## src/rtl/token_ring_pkg.sv

```systemverilog
package token_ring_pkg;
  // token handoff pulses carried from one slice to the next
  typedef struct packed {
    logic wr;
    logic rd;
  } tok_pulse_t;
endpackage

```

## src/rtl/ring_slice.sv

```systemverilog
module ring_slice
  import token_ring_pkg::*;
#(
  parameter int DATA_W      = 8,
  parameter int SLICE_DEPTH = 4
) (
  input  logic              clk,
  input  logic              rst,
  input  logic              first_load_n,
  input  logic              wr_go,
  input  logic              rd_go,
  input  logic [DATA_W-1:0] wr_data,
  input  tok_pulse_t        tok_in,
  output tok_pulse_t        tok_out,
  output logic [DATA_W-1:0] rd_q,
  output logic              rd_own,
  output logic              empty_n,
  output logic              full_n,
  output logic              wr_tok,
  output logic              rd_tok
);
  localparam int PW = (SLICE_DEPTH > 1) ? $clog2(SLICE_DEPTH) : 1;
  localparam int CW = $clog2(SLICE_DEPTH + 1);
  localparam logic [PW-1:0] LAST = PW'(SLICE_DEPTH - 1);

  logic [DATA_W-1:0] mem [SLICE_DEPTH];
  logic [PW-1:0] wptr, rptr;
  logic [CW-1:0] cnt;
  logic my_wr, my_rd, w_last, r_last;

  assign my_wr   = wr_go & wr_tok;
  assign my_rd   = rd_go & rd_tok;
  assign w_last  = (wptr == LAST);
  assign r_last  = (rptr == LAST);
  assign tok_out.wr = my_wr & w_last;
  assign tok_out.rd = my_rd & r_last;
  assign empty_n = (cnt != '0);
  assign full_n  = (cnt != CW'(SLICE_DEPTH));

  // storage without reset so it maps onto block RAM
  always_ff @(posedge clk) begin
    if (my_wr) mem[wptr] <= wr_data;
  end

  always_ff @(posedge clk) begin
    if (my_rd) rd_q <= mem[rptr];
  end

  always_ff @(posedge clk) begin
    if (rst) begin
      wptr   <= '0;
      rptr   <= '0;
      cnt    <= '0;
      wr_tok <= ~first_load_n;
      rd_tok <= ~first_load_n;
      rd_own <= 1'b0;
    end else begin
      if (my_wr) wptr <= w_last ? '0 : wptr + 1'b1;
      if (my_rd) rptr <= r_last ? '0 : rptr + 1'b1;
      case ({my_wr, my_rd})
        2'b10:   cnt <= cnt + 1'b1;
        2'b01:   cnt <= cnt - 1'b1;
        default: cnt <= cnt;
      endcase
      wr_tok <= (wr_tok & ~tok_out.wr) | tok_in.wr;
      rd_tok <= (rd_tok & ~tok_out.rd) | tok_in.rd;
      if (rd_go) rd_own <= my_rd;
    end
  end


  slice_cnt_bound_chk: assert property (@(posedge clk) disable iff (rst)
    cnt <= CW'(SLICE_DEPTH));

  wr_token_arrive_chk: assert property (@(posedge clk) disable iff (rst)
    tok_in.wr |=> (wptr == '0) && wr_tok);

  rd_token_arrive_chk: assert property (@(posedge clk) disable iff (rst)
    tok_in.rd |=> (rptr == '0) && rd_tok);
endmodule

```

## src/rtl/token_ring_fifo.sv

```systemverilog
module token_ring_fifo
  import token_ring_pkg::*;
#(
  parameter int DATA_W      = 8,
  parameter int SLICE_DEPTH = 4,
  parameter int NUM_SLICES  = 3
) (
  input  logic                  clk,
  input  logic                  rst,
  input  logic [NUM_SLICES-1:0] first_load_n,
  input  logic                  wr_en,
  input  logic [DATA_W-1:0]     wr_data,
  input  logic                  rd_en,
  output logic [DATA_W-1:0]     rd_data,
  output logic                  rd_valid,
  output logic                  empty,
  output logic                  full,
  output logic [NUM_SLICES-1:0] xo_wr,
  output logic [NUM_SLICES-1:0] xo_rd
);
  tok_pulse_t              tok_out [NUM_SLICES];
  logic [DATA_W-1:0]       slice_q [NUM_SLICES];
  logic [NUM_SLICES-1:0]   rd_own, empty_n, full_n, wr_tok, rd_tok;
  logic                    wr_go, rd_go;

  // governing flag: the slice that holds the token for that direction
  assign full  = |(wr_tok & ~full_n);
  assign empty = |(rd_tok & ~empty_n);
  assign wr_go = wr_en & ~full;
  assign rd_go = rd_en & ~empty;

  for (genvar k = 0; k < NUM_SLICES; k++) begin : g_slice
    localparam int PREV = (k + NUM_SLICES - 1) % NUM_SLICES;
    ring_slice #(.DATA_W(DATA_W), .SLICE_DEPTH(SLICE_DEPTH)) u_slice (
      .clk          (clk),
      .rst          (rst),
      .first_load_n (first_load_n[k]),
      .wr_go        (wr_go),
      .rd_go        (rd_go),
      .wr_data      (wr_data),
      .tok_in       (tok_out[PREV]),
      .tok_out      (tok_out[k]),
      .rd_q         (slice_q[k]),
      .rd_own       (rd_own[k]),
      .empty_n      (empty_n[k]),
      .full_n       (full_n[k]),
      .wr_tok       (wr_tok[k]),
      .rd_tok       (rd_tok[k])
    );
    assign xo_wr[k] = tok_out[k].wr;
    assign xo_rd[k] = tok_out[k].rd;
  end

  always_comb begin
    rd_data = '0;
    for (int k = 0; k < NUM_SLICES; k++)
      if (rd_own[k]) rd_data = rd_data | slice_q[k];
  end

  always_ff @(posedge clk) begin
    if (rst) rd_valid <= 1'b0;
    else     rd_valid <= rd_go;
  end


  wr_tok_onehot_chk: assert property (@(posedge clk) disable iff (rst)
    $countones(wr_tok) == 1);

  rd_tok_onehot_chk: assert property (@(posedge clk) disable iff (rst)
    $countones(rd_tok) == 1);

  rd_driver_chk: assert property (@(posedge clk) disable iff (rst)
    $onehot0(rd_own));

  flags_exclusive_chk: assert property (@(posedge clk) disable iff (rst)
    !(full && empty));

  empty_read_chk: assert property (@(posedge clk) disable iff (rst)
    (rd_en && empty) |=> !rd_valid);

  full_hold_chk: assert property (@(posedge clk) disable iff (rst)
    (full && !rd_en) |=> full);
endmodule

```

## config.mk

```make
export PLATFORM = sky130hd
export DESIGN_NAME = token_ring_fifo
export DESIGN_NICKNAME = d
export VERILOG_FILES = /design/src/rtl/token_ring_pkg.sv /design/src/rtl/ring_slice.sv /design/src/rtl/token_ring_fifo.sv
export SDC_FILE = /design/constraint.sdc
export NUM_CORES = 1
export LEC_CHECK = 0
export ABC_AREA = 1
export BUFFER_PORTS_ARGS = -buffer_cell sky130_fd_sc_hd__buf_4
export CAP_MARGIN = 20
export CORE_MARGIN = 8
export CORE_UTILIZATION = 50
export CTS_CLUSTER_DIAMETER = 200
export DETAILED_ROUTE_END_ITERATION = 10
export MAX_ROUTING_LAYER = met4
export PLACE_DENSITY = 0.67
export SLEW_MARGIN = 5
export SYNTH_ARGS = -nofsm -noshare
export SYNTH_HDL_FRONTEND = slang
export SYNTH_HIERARCHICAL = 1
export SYNTH_SLANG_ARGS = --single-unit
```

## constraint.sdc

```tcl
create_clock -name clk -period 6.6 [get_ports clk]
set_input_delay 0.33 -clock clk [delete_from_list [all_inputs] [get_ports clk]]
set_output_delay 0.33 -clock clk [all_outputs]
set_load 0.02 [all_outputs]
```

After elaboration in Yosys (flattened, before gate mapping). Memory sizes are Yosys's and may differ from the RTL's. A register that Yosys moved wholly into a read port is not among the register bits. Cells that the tools add are included.

Reductions and logical operators: 8. Mux-type cells: 24. Bitwise operators: 43. Add/subtract/negate cells: 12. Equality and inequality tests: 15.

Operator list (count): two-way mux 8 bit (3); bitwise AND 1 bit (20); equality test 2 bit, second input constant (9); one-hot mux 3 bit (2 select lines) (3); OR 8 bit (2); adder 2 x 1 -> 2 bit, second input constant (6); two-way mux 1 bit (12); two-way mux 2 bit (6); NOT 1 bit (11); adder 3 x 1 -> 3 bit, second input constant (3); inequality test 3 bit, second input constant (3); nonzero test 3 bit (3); subtractor 3 x 1 -> 3 bit, second input constant (3); bitwise AND 3 bit (2); equality test 2 x 1 -> 1 bit, second input constant (3); NOT 3 bit (2); OR 1 bit (6); nonzero test 2 bit (3); OR reduction 3 bit (2).

Word-level logic and storage cells: 124. Bits of input ports: 15. Bits in writable memories: 96. Memories: 3. Flip-flop bits (word level): 31. Output and inout port bits: 17.

Memory list: g_slice[0].u_slice.mem (words 4, width 8, read ports 1, clocked after Yosys merged registers in 1, wr ports 1, line ring_slice.sv:26) `logic [DATA_W-1:0] mem [SLICE_DEPTH];`; g_slice[1].u_slice.mem (words 4, width 8, read ports 1, clocked after Yosys merged registers in 1, wr ports 1, line ring_slice.sv:26); g_slice[2].u_slice.mem (words 4, width 8, read ports 1, clocked after Yosys merged registers in 1, wr ports 1, line ring_slice.sv:26).

Logic depth before layout (Yosys ltp).
Depth in word-level cells: 12. Depth in mapped cells: 17. Depth with buffers taken out: 17.

Hierarchy. The synthesis kept the hierarchy.

Modules (own cells, without submodules): ring_slice (area each 2067.0 um^2, sequential area each 1401.3 um^2, instances 3, cells an instance 159); token_ring_fifo (area each 266.5 um^2, sequential area each 20.0 um^2, instances 1, cells an instance 54).

Least setup slack after synthesis. Ideal clock, no wire load.

Kind: flip-flop to flip-flop. Start: register g_slice[0].u_slice.cnt[0]. End: register g_slice[0].u_slice.cnt[2]. Cell stages (with the launch flop): 18. Data arrival time: 2138 ps. Required time: 6490 ps. Path buffers: 0. Setup time: 110 ps. Setup slack: 4353 ps. Period minus slack after synthesis: 2247 ps. Cells stage by stage: dfxtp_1 -> inv_1 -> nand3_1 -> inv_1 -> nand2_2 -> nand4_2 -> inv_1 -> nand2_1 -> inv_1 -> ha_1 -> inv_1 -> fa_1 -> inv_1 -> nand2_1 -> nand3_1 -> nand2_1 -> inv_1 -> nor2_1.

Longest elaborated chain between the ends: 9. Elaborated cells between the ends (all ways): 20. Classes of those cells: add/sub: 2; eq/ne: 3; mux: 1; bitwise: 10; reduce/logical: 4.

Ends and longest elaborated chain: start, declared (line ring_slice.sv:28) `logic [CW-1:0] cnt;`; start signal, assigned (line ring_slice.sv:61) `2'b10: cnt <= cnt + 1'b1;`; start signal, assigned (line ring_slice.sv:62) `2'b01: cnt <= cnt - 1'b1;`; start signal, assigned (line ring_slice.sv:63) `default: cnt <= cnt;`; nonzero test 3 bit (*) (line ring_slice.sv:37) `assign empty_n = (cnt != '0);`; net empty_n[0] (line token_ring_fifo.sv:23) `logic [NUM_SLICES-1:0] rd_own, empty_n, full_n, wr_tok, rd_tok;`; NOT 3 bit (*) (line token_ring_fifo.sv:28) `assign empty = |(rd_tok & ~empty_n);`; bitwise AND 3 bit (*) (line token_ring_fifo.sv:28); OR reduction 3 bit (*) (line token_ring_fifo.sv:28); NOT 1 bit (*) (line token_ring_fifo.sv:30) `assign rd_go = rd_en & ~empty;`; bitwise AND 1 bit (*) (line token_ring_fifo.sv:30); net rd_go (line token_ring_fifo.sv:24) `logic wr_go, rd_go;`; bitwise AND 1 bit (*) (line ring_slice.sv:32) `assign my_rd = rd_go & rd_tok;`; net g_slice[0].u_slice.my_rd (line ring_slice.sv:29) `logic my_wr, my_rd, w_last, r_last;`; equality test 2 x 1 -> 1 bit or equality test 2 bit (tied branches) (line ring_slice.sv:60) `case ({my_wr, my_rd})`; one-hot mux 3 bit (2 select lines) or nonzero test 2 bit (tied branches).

The timed path passes the listed nets; every way through them passes the cells marked *. A chain may end at the register's enable or synchronous reset.

Worst setup path after layout.
Start: register g_slice[0].u_slice.cnt[1]. End: output xo_wr[1].

Longest elaborated chain between the ends: 8.

Ends and longest elaborated chain: inequality test 3 bit (line ring_slice.sv:38) `assign full_n = (cnt != CW'(SLICE_DEPTH));`; net full_n[0] (line token_ring_fifo.sv:23); NOT 3 bit (line token_ring_fifo.sv:27) `assign full = |(wr_tok & ~full_n);`; bitwise AND 3 bit (line token_ring_fifo.sv:27); OR reduction 3 bit (line token_ring_fifo.sv:27); NOT 1 bit (line token_ring_fifo.sv:29) `assign wr_go = wr_en & ~full;`; bitwise AND 1 bit (line token_ring_fifo.sv:29); net wr_go (line token_ring_fifo.sv:24); bitwise AND 1 bit (line ring_slice.sv:31) `assign my_wr = wr_go & wr_tok;`; bitwise AND 1 bit (line ring_slice.sv:35) `assign tok_out.wr = my_wr & w_last;`; end, declared (line token_ring_fifo.sv:18) `output logic [NUM_SLICES-1:0] xo_wr,`.

The timed path passes the listed nets, and every way through them passes these cells.

==> impl_metrics.csv <==
group,metric,value,unit
detailed_routing,vias_per_cell,5.28,
power_and_ir_drop,irDropWorstVdd,149,µV
detailed_routing,drcViolationCount,0,
yosys,ys_warn_count,6,
yosys,dominantRegCellSynth,"edfxtp_1",
placed_design,dp_hpwl,8890,µm
setup_path,critPathLaunch,"g_slice[0].u_slice/cnt[1]$_SDFFE_PP0P_",
power_and_ir_drop,leakagePower,2.74,nW
setup_path,critPathCaptureType,"output pin",
yosys,ys_seq_elements,151,
sta,fin_hold_ws,0.117,ns
clock_network,post_cts_buffers,0,
clock_network,root_buffer,"clkbuf_16",
sta,min_period,3.07,ns
global_route,antenna_found_initial,0,
clock_network,clk_latency,0.42,ns
cells_and_area,drive_gt1_share,21.5,%
detailed_routing,first_iter_violations,316,
global_route,grt_pass1_wl,20500,µm
power_and_ir_drop,total_power,0.00229,W
worst_hold_path,min_path_type,"in -> reg",
detailed_routing,drt_pass1_iterations,5,
yosys,synthArstFlopShare,0,%
placed_design,port_buffers,31,
clock_network,cts_inserted_buffers,17,
die,fp.coreArea,12600,µm²
power_and_ir_drop,pwr_density_cell,311,nW/µm²
setup_path,start_kind,"flip-flop",
yosys,synth_enable_flop_cells,120,
clock_network,cts_tree,"done",
detailed_routing,wl_per_cell,17.3,µm
yosys,synth_area_per_cell,12.2,µm²
yosys,syn_inst,531,
global_route,grt_use_total,16.9,%
sta,worst_pin_slew,0.926,ns
yosys,synth_top_area_cell,"edfxtp_1",
cells_and_area,areaGrowthSynthToFinish,13.6,%
die,start_util,51.2,%
cells_and_area,diodes,0,
global_route,grt_max_degree,20,
die,die_h,130,µm
sta,maxSlewHeadroom,38.0,%
sta,fin_crit_sh,46.6,%
detailed_routing,ant_nets,0,
clock_network,cts.sinks,151,
setup_path,crit_type,"reg -> out",
die,rows,41,
cells_and_area,fin_cells,754,
yosys,synth_top_area_share,55.7,%
sta,rsz0062_at_grt,"false",
yosys,ys_top_cells_by_count,"edfxtp_1, o21ai_0, inv_1",
detailed_routing,wl,13000,µm
yosys,netlist_area,6470,µm²
job,drv_cap,0,
yosys,synth_cell_types,24,
sta,drv_slew,0,
cells_and_area,fillerInstances,1053,
setup_path,critical_path_arrival,2.74,ns
die,die_w,130,µm
clock_network,cts_hold_buf,0,
clock_network,path_clk_slew,0.06,ns
die,dieArea,16800,µm²
yosys,yosysMostFrequentCell,"edfxtp_1",
sta,fin_setup_tns,0,ns
setup_path,reg2reg_from,"g_slice[2].u_slice/cnt[0]$_SDFFE_PP0P_",
sta,finalSetupViolations,0,
worst_hold_path,hp-start,"first_load_n[1]",
yosys,synthTopCellsByArea,"edfxtp_1, dfxtp_1, o21ai_0",
clock_network,cts_resized,0,
clock_network,h-tree-depth,4,
setup_path,critPathRequiredTime,6.27,ns
sta,fmax,325,MHz
cells_and_area,fin_nets,606,
run_status,outcome,"finished clean",
sta,hold_violations,0,
sta,fin_skew,0.0107,ns
placed_design,dp_cells,723,
setup_path,path_max_fanout,10,
die,pin_count,32,
detailed_routing,vias,3983,
placed_design,globalplace.congestion,0.818,
yosys,ys_seq_area_share,65.3,%
clock_network,cts_buffer_depth,2,
global_route,grt-ovfl-total,0,
global_route,grt_pass1_vias,4047,
yosys,synth_fp_nets,567,
kinds of logic after synthesis:
| group | count (synthesis) | share of synthesized area (%) |
|---|---|---|
| buf+inv | 83 | 6.67 |
| fa+ha+maj | 21 | 4.41 |
| compound gates | 127 | 13.1 |
| simple gates | 149 | 10.5 |
| flops | 151 | 65.3 |
worst max-delay path, stage by stage, from the launching register on:
cell      delay (ns)
dfxtp_1         0.33
inv_1           0.09
nand3_1         0.09
inv_1           0.04
nand2_1         0.08
o211ai_2        0.10
nor2_2          0.31
nand2_1         0.25
nor2_1          0.76
buf_4           0.28
cell type report:
cell class / count / area, µm² / share of cell area (%)
Clock buffer: 19 / 433 / 5.89
Clock inverter: 12 / 135 / 1.84
Inverter: 71 / 289 / 3.93
Multi-Input combinational cell: 297 / 1810 / 24.7
Sequential cell: 151 / 4220 / 57.5
Tap cell: 172 / 215 / 2.93
Timing Repair Buffer: 32 / 240 / 3.27
final timing paths:
| kind | to | cells after the start | slack (ns) |
|---|---|---|---|
| setup / recovery | xo_wr[1] | 9 | 3.53 |
| hold / removal | g_slice[1].u_slice/rd_tok$_DFF_P_ | 2 | 0.12 |
| hold reg to reg | g_slice[1].u_slice/wptr[0]$_SDFFE_PP0P_ | 2 | 0.50 |
| setup reg to reg | g_slice[2].u_slice/cnt[2]$_SDFFE_PP0P_ | 17 | 3.75 |
stage by stage:
step | setup WS (ns) | cell area (µm²) | util (%)
finish | 3.53 | 7350 | 58.2
global route | 3.32 | 7350 | 58.2
CTS | 3.46 | 7350 | 58.2
detailed placement | 3.78 | 6780 | 53.7
global placement | 3.97 | 6780 | 53.7
floorplan | 4.35 | 6470 | -
placed cells by master (no fill, tap or decap), types with 6 or more instances in the layout:
cell type | Yosys | layout
dfxtp_1 | 31 | 31
o21ai_0 | 69 | 69
a21oi_1 | 24 | 24
nand2_1 | 49 | 49
ha_1 | 18 | 18
nand4_1 | 6 | 6
inv_1 | 65 | 65
o22ai_2 | 24 | 24
edfxtp_1 | 120 | 120
nand3_1 | 18 | 18
nor2_2 | 26 | 26
nor2_1 | 45 | 45
clkbuf_16 | 0 | 17
buf_4 | 0 | 32
state kept, by name (all words and copies together), names as in the netlist:
signal	count
g_slice.u_slice/rd_q	24
g_slice.u_slice/wr_tok	3
g_slice.u_slice/wptr	6
g_slice.u_slice/cnt	9
g_slice.u_slice/rd_tok	3
g_slice.u_slice/rd_own	3
g_slice.u_slice/rptr	6
g_slice.u_slice/mem	96
rd_valid	1
power breakdown:
group / internal (W) / switching [W]
sequential: 0.00108 / 0.0000377
clock: 0.000584 / 0.000346
combinational: 0.0000837 / 0.000156
total: 0.00175 / 0.000539
per-layer routing:
layer / vias to the layer above / global-route usage, % / part of all wire, %
li1: 1928 / - / -
met1: 1933 / 19.5 / 42
met2: 109 / 28.2 / 51
met3: 13 / 4.73 / 5.7
met4: 0 / 5.33 / 1.1
met5: - / - / 0
No activity file was read; power rests on OpenSTA's default activity.
